==> config.mk <==
export PLATFORM = sky130hd
export DESIGN_NAME = uart_rx_sticky
export DESIGN_NICKNAME = d
export VERILOG_FILES = /design/src/rtl/uart_rx_sticky.sv
export SDC_FILE = /design/constraint.sdc
export NUM_CORES = 1
export LEC_CHECK = 0
export BUFFER_PORTS_ARGS = -buffer_cell sky130_fd_sc_hd__clkbuf_2
export CAP_MARGIN = 0
export CORE_MARGIN = 1
export CORE_UTILIZATION = 50
export DETAILED_ROUTE_END_ITERATION = 10
export PLACE_DENSITY = 0.81
export SYNTH_ARGS = -nofsm -noshare
export SYNTH_HDL_FRONTEND = slang
export SYNTH_SLANG_ARGS = --single-unit
==> constraint.sdc <==
create_clock -name clk -period 1.7 [get_ports clk]
set_input_delay 0.17 -clock clk [delete_from_list [all_inputs] [get_ports clk]]
set_output_delay 0.17 -clock clk [all_outputs]
set_load 0.01 [all_outputs]
==> src/rtl/uart_rx_sticky.sv <==
module uart_rx_sticky #(
  parameter int DW = 8,
  parameter int OS = 16
) (
  input  logic          clk,
  input  logic          rst_n,
  input  logic          baud_tick,
  input  logic          rx_in,
  input  logic          rx_en,
  input  logic [1:0]    par_mode,
  input  logic          bus_addr,
  input  logic          bus_rd,
  input  logic          bus_wr,
  input  logic [7:0]    bus_wdata,
  output logic [7:0]    bus_rdata,
  output logic [DW-1:0] rx_data,
  output logic          full,
  output logic          frm_err,
  output logic          par_err,
  output logic          ovr_err,
  output logic          esig_err,
  output logic          irq
);
  localparam int CW = $clog2(OS);
  localparam int BW = $clog2(DW);
  localparam logic [CW-1:0] MID = CW'(OS/2 + 1);
  localparam logic [CW-1:0] LAST = CW'(OS - 1);

  typedef enum logic [2:0] {S_HUNT, S_IDLE, S_START, S_DATA, S_PAR, S_STOP} st_t;

  st_t st;
  logic rx_q1, rx_q2;
  logic [CW-1:0] cnt;
  logic [BW-1:0] bitn;
  logic s_a, s_b, par_bit;
  logic [DW-1:0] shreg;
  logic [4:0] seen;

  always_ff @(posedge clk or negedge rst_n)
    if (!rst_n) begin
      rx_q1 <= 1'b1;
      rx_q2 <= 1'b1;
    end else begin
      rx_q1 <= rx_in;
      rx_q2 <= rx_q1;
    end

  wire par_on = (par_mode == 2'b01) || (par_mode == 2'b10);
  wire vote = (s_a & s_b) | (s_a & rx_q2) | (s_b & rx_q2);
  wire mid = baud_tick && (cnt == MID);
  wire last = baud_tick && (cnt == LAST);
  wire err_any = frm_err | par_err | ovr_err | esig_err;
  wire [4:0] status = {esig_err, ovr_err, par_err, frm_err, full};

  wire st_wr = bus_wr && !bus_addr;
  wire [4:0] clr = {5{st_wr}} & ~bus_wdata[4:0] & seen;

  wire done = (st == S_STOP) && mid;
  wire par_bad = par_on && (par_bit != ((^shreg) ^ (par_mode == 2'b10)));
  wire full_eff = full & ~clr[0];
  wire ev_ovr = done & full_eff;
  wire ev_frm = done & ~full_eff & ~par_on & ~vote;
  wire ev_par = done & ~full_eff & par_bad;
  wire ev_good = done & ~full_eff & ~par_bad & (par_on | vote);
  wire ev_esig = done & par_on & ~vote;

  always_ff @(posedge clk or negedge rst_n)
    if (!rst_n) begin
      st <= S_HUNT;
      cnt <= '0;
      bitn <= '0;
      s_a <= 1'b1;
      s_b <= 1'b1;
      par_bit <= 1'b0;
      shreg <= '0;
    end else if (!rx_en) begin
      st <= S_HUNT;
      cnt <= '0;
    end else begin
      if (baud_tick && cnt == MID - 2) s_a <= rx_q2;
      if (baud_tick && cnt == MID - 1) s_b <= rx_q2;
      if (baud_tick && st != S_IDLE && st != S_HUNT) cnt <= cnt + 1'b1;
      case (st)
        S_HUNT: if (rx_q2) st <= S_IDLE;
        S_IDLE: if (baud_tick && !rx_q2 && !err_any) begin
          st <= S_START;
          cnt <= CW'(1);
        end
        S_START: begin
          if (mid && vote) st <= S_HUNT;
          else if (last) begin
            st <= S_DATA;
            bitn <= '0;
          end
        end
        S_DATA: begin
          if (mid) shreg <= {vote, shreg[DW-1:1]};
          if (last) begin
            if (bitn == BW'(DW - 1)) st <= par_on ? S_PAR : S_STOP;
            else bitn <= bitn + 1'b1;
          end
        end
        S_PAR: begin
          if (mid) par_bit <= vote;
          if (last) st <= S_STOP;
        end
        S_STOP: if (mid) st <= S_HUNT;
        default: st <= S_HUNT;
      endcase
    end

  always_ff @(posedge clk or negedge rst_n)
    if (!rst_n) begin
      rx_data <= '0;
      full <= 1'b0;
      frm_err <= 1'b0;
      par_err <= 1'b0;
      ovr_err <= 1'b0;
      esig_err <= 1'b0;
      seen <= '0;
    end else begin
      if (ev_good | ev_par) rx_data <= shreg;
      full <= ev_good ? 1'b1 : (clr[0] ? 1'b0 : full);
      frm_err <= ev_frm ? 1'b1 : (clr[1] ? 1'b0 : frm_err);
      par_err <= ev_par ? 1'b1 : (clr[2] ? 1'b0 : par_err);
      ovr_err <= ev_ovr ? 1'b1 : (clr[3] ? 1'b0 : ovr_err);
      esig_err <= ev_esig ? 1'b1 : (clr[4] ? 1'b0 : esig_err);
      if (st_wr) seen <= '0;
      else if (bus_rd && !bus_addr) seen <= status;
    end

  assign bus_rdata = bus_addr ? 8'(rx_data) : {3'b000, status};
  assign irq = |status;


  full_clear_chk: assert property (@(posedge clk) disable iff (!rst_n)
    $fell(full) |-> $past(bus_wr && !bus_addr && !bus_wdata[0]));

  ovr_clear_chk: assert property (@(posedge clk) disable iff (!rst_n)
    $fell(ovr_err) |-> $past(bus_wr && !bus_addr && !bus_wdata[3]));

  ovr_keeps_data_chk: assert property (@(posedge clk) disable iff (!rst_n)
    $rose(ovr_err) |-> $stable(rx_data));

  par_no_full_chk: assert property (@(posedge clk) disable iff (!rst_n)
    $rose(par_err) |-> !$rose(full));

  blocked_chk: assert property (@(posedge clk) disable iff (!rst_n)
    (err_any && st == S_IDLE) |=> st != S_START);

  disabled_chk: assert property (@(posedge clk) disable iff (!rst_n)
    !rx_en |=> (st == S_HUNT));

  irq_rise_chk: assert property (@(posedge clk) disable iff (!rst_n)
    $rose(irq) |-> ($countones(status) > 0));
endmodule

==> flow_metrics.py <==
metrics = {
    "power_and_ir_drop": {
        "power_frac_comb_pct": 19.1,
        "netSwitchingFraction_pct": 27.0,
        "peakVddDrop_uv": 675,
        "p_leak_nw": 1.49,
        "p_switching_mw": 0.677,
        "power_density_nw_per_um2": 875,
        "intPower_mw": 1.83,
        "p_clk_share_pct": 37.3,
        "p_seq_share_pct": 43.6,
    },
    "min_path": {
        "holdPathStages": 2,
        "hp-class": "in -> reg",
        "min_from": "bus_wr",
    },
    "clock_network": {
        "htreeDepth": 2,
        "clkSinkCount": 41,
        "cts_tree": "done",
        "clkSlewWorstSetupHoldPaths_ns": 0.08,
        "cts-root-buf": "clkbuf_8",
        "numCtsBuffers": 5,
        "clockBufferDepth": 2,
        "clk_latency_ns": 0.29,
    },
    "critical_path": {
        "path_class": "reg -> reg",
        "worstPathMaxFanout": 5,
        "worstPathArrival_ns": 1.98,
        "crit_required_ns": 1.88,
        "reg2reg_slack_ns": -0.1,
        "cp-end-kind": "flip-flop",
        "r2r_cells": 7,
        "reg2reg_from": "cnt[1]",
        "start_kind": "flip-flop",
        "crit_path_start": "cnt[1]",
    },
    "yosys": {
        "synth_top_area_share_pct": 41.6,
        "ys_top_cells_by_area": "dfrtp_1 (42%), mux2_2 (8.1%), mux2_4 (5.4%), dfstp_2 (4.7%), o21ai_0 (3.8%)",
        "syn_area_um2": 2230,
        "ys_ff_latch": 41,
        "synth_flop_cell": "dfrtp_1",
        "syn-num-nets": 223,
        "synth_commonest_cells": "dfrtp_1 (37), o21ai_0 (17), mux2_2 (16), nand2_1 (13), nand2b_1 (12)",
        "syn_avg_cell_area_um2": 11.2,
        "yosysSeqAreaShare_pct": 46.3,
        "synth_edf_count": 0,
        "synth_area_leader_cell": "dfrtp_1",
        "yosys.cell_types.count": 43,
        "netlist_instances": 199,
        "async_flop_share_pct": 100,
        "yosys_warnings": 0,
        "synth.most_common_cell": "dfrtp_1",
    },
    "floorplanning": {
        "rows": 23,
        "die_x_um": 68.7,
        "die-area_um2": 4720,
        "ioPinCount": 40,
        "core_area_um2": 4140,
        "die_y_um": 68.7,
        "start_util_pct": 53.7,
    },
    "finish": {
        "nets": 291,
        "fillers": 307,
        "num_antenna_cells": 0,
        "area_growth_pct": 28.9,
        "drive_above_1_share_pct": 44.0,
    },
    "timing": {
        "timing.hold.ws_ns": 0.155,
        "max_freq_ghz": 0.556,
        "rsz0062_at_grt": "true",
        "fin_crit_ns": 1.80,
        "maxSlewHeadroom_pct": 54.1,
        "finalSetupViolCount": 13,
        "slew_violations": 0,
        "timing.final.ws_setup_ns": -0.0972,
        "worstMarginPinSlew_ns": 0.682,
        "hold_viol_final": 0,
        "post-route-period-util_pct": 106,
        "skew_ns": 0.00532,
    },
    "run_status": {
        "outcome": "finished, violations left",
        "violations": "setup timing",
    },
    "route": {
        "drt_wl_total_um": 5070,
        "postRouteAntennaNets": 0,
        "first_pass_iters": 4,
        "wire_per_inst_um": 15.9,
        "drc": 0,
        "vias": 1734,
        "drt_iter0_drc": 110,
        "via_per_inst": 5.45,
    },
    "placement": {
        "post-dp-hpwl_um": 3450,
        "io_buffers": 36,
        "pre_cts_ws_ns": -0.159,
        "gp_congestion": 0.796,
    },
    "global_routing": {
        "grtUsageTotal_pct": 23.9,
        "grt_max_degree": 42,
        "grt_pass1_wl_um": 8120,
        "gr-total-overflow": 0,
        "grt_pass1_vias": 1720,
        "antenna_found_initial": 0,
    },
    "job": {
        "maxCapViolations": 0,
    },
}
## critical path, stage by stage, from the launching register on
cell,delay (ns)
dfrtp_1,0.40
inv_2,0.08
ha_4,0.11
and4b_2,0.30
nand4b_4,0.11
nand2b_4,0.17
nand2b_4,0.19
mux2_4,0.32
## sequential cells by signal, indices dropped and copies added (netlist names), 3 cells and up
signal / cells
rx_data: 8
shreg: 8
seen: 5
cnt: 4
bitn: 3
st: 3
## placed cells by master (no fill, tap or decap), drive strengths merged, types with 3 or more instances in the layout
cell / netlist / final
and2: 4 / 4
nor2: 11 / 11
a21oi: 8 / 8
o21ai: 18 / 18
nand4: 3 / 3
mux2: 25 / 25
xor2: 3 / 3
nand2b: 14 / 15
buf: 4 / 28
xnor2: 6 / 6
mux2i: 4 / 4
nor2b: 7 / 7
ha: 6 / 6
dfrtp: 37 / 37
nand3: 3 / 3
dfstp: 4 / 4
inv: 6 / 7
clkbuf: 2 / 41
nand2: 13 / 13
## power groups by stage
stage	Combinational [mW]	Sequential, mW	Clock (mW)
2_1_floorplan	0.321	1.04	0
3_3_place_gp	0.380	1.10	0
3_5_place_dp	0.384	1.10	0
4_1_cts	0.394	1.09	0.955
5_1_grt	0.532	1.10	1.00
6_report	0.479	1.09	0.937
## logic make-up (layout without fill, tap and decap cells)
kind of cell / Yosys count / after routing / share of synthesized area [%]
AO/OA/AOI/OAI: 35 / 35 / 9.22
buffers and inverters: 12 / 80 / 2.81
adder cells (fa/ha/maj): 7 / 7 / 3.88
AND/OR/NAND/NOR: 65 / 66 / 17.4
XOR/XNOR: 10 / 10 / 4.55
multiplexers: 29 / 29 / 15.8
flip-flops: 41 / 41 / 46.3
## repair_timing
action | CTS | global route
gates resized for setup | 4 | 8
hold buffers | 2 | 0
pin swaps | 2 | 5
hold endpoints to repair | 38 | 0
setup buffers | 0 | 5
gates cloned | 1 | 0
endpoints found under the setup margin | 22 | 26
## layer usage
| layer | share of wire [%] | track usage [%] | vias up |
|---|---|---|---|
| li1 | - | - | 840 |
| met4 | 0.67 | 7.14 | 0 |
| met2 | 51 | 40.2 | 31 |
| met3 | 2.8 | 4.77 | 2 |
| met5 | 0 | 0 | - |
| met1 | 46 | 31.2 | 861 |
## cell type report
type                    instances  area, um^2  area share (%)
inverters                       6        22.5           0.785
flip-flops and latches         41        1030            36.0
clock inverters                 3        68.8            2.40
multi-input cells             147        1190            41.5
clock buffers                   5        68.8            2.40
well taps                      50        62.6            2.18
repair buffers                 66         423            14.7
## worst paths after layout
check / end
worst max-delay path: rx_data[6]
max in group asynchronous: cnt[0]
min in group asynchronous: shreg[1]
worst min-delay path: seen[2]
worst min register to register: rx_q2
worst max register to register: rx_data[6]
## through the flow
stage / power [mW] / cell area, um^2 / TNS [ns] / instances / util, %
floorplan: 1.37 / 2230 / -1.08 / 199 / -
global placement: 1.48 / 2610 / -1.52 / 302 / 63.1
detailed placement: 1.49 / 2610 / -2.00 / 302 / 63.1
CTS: 2.43 / 2790 / -1.25 / 313 / 67.4
global route: 2.64 / 2870 / -2.38 / 318 / 69.3
finish: 2.51 / 2870 / -0.888 / 318 / 69.3
Power figures use the tool's default switching activity.
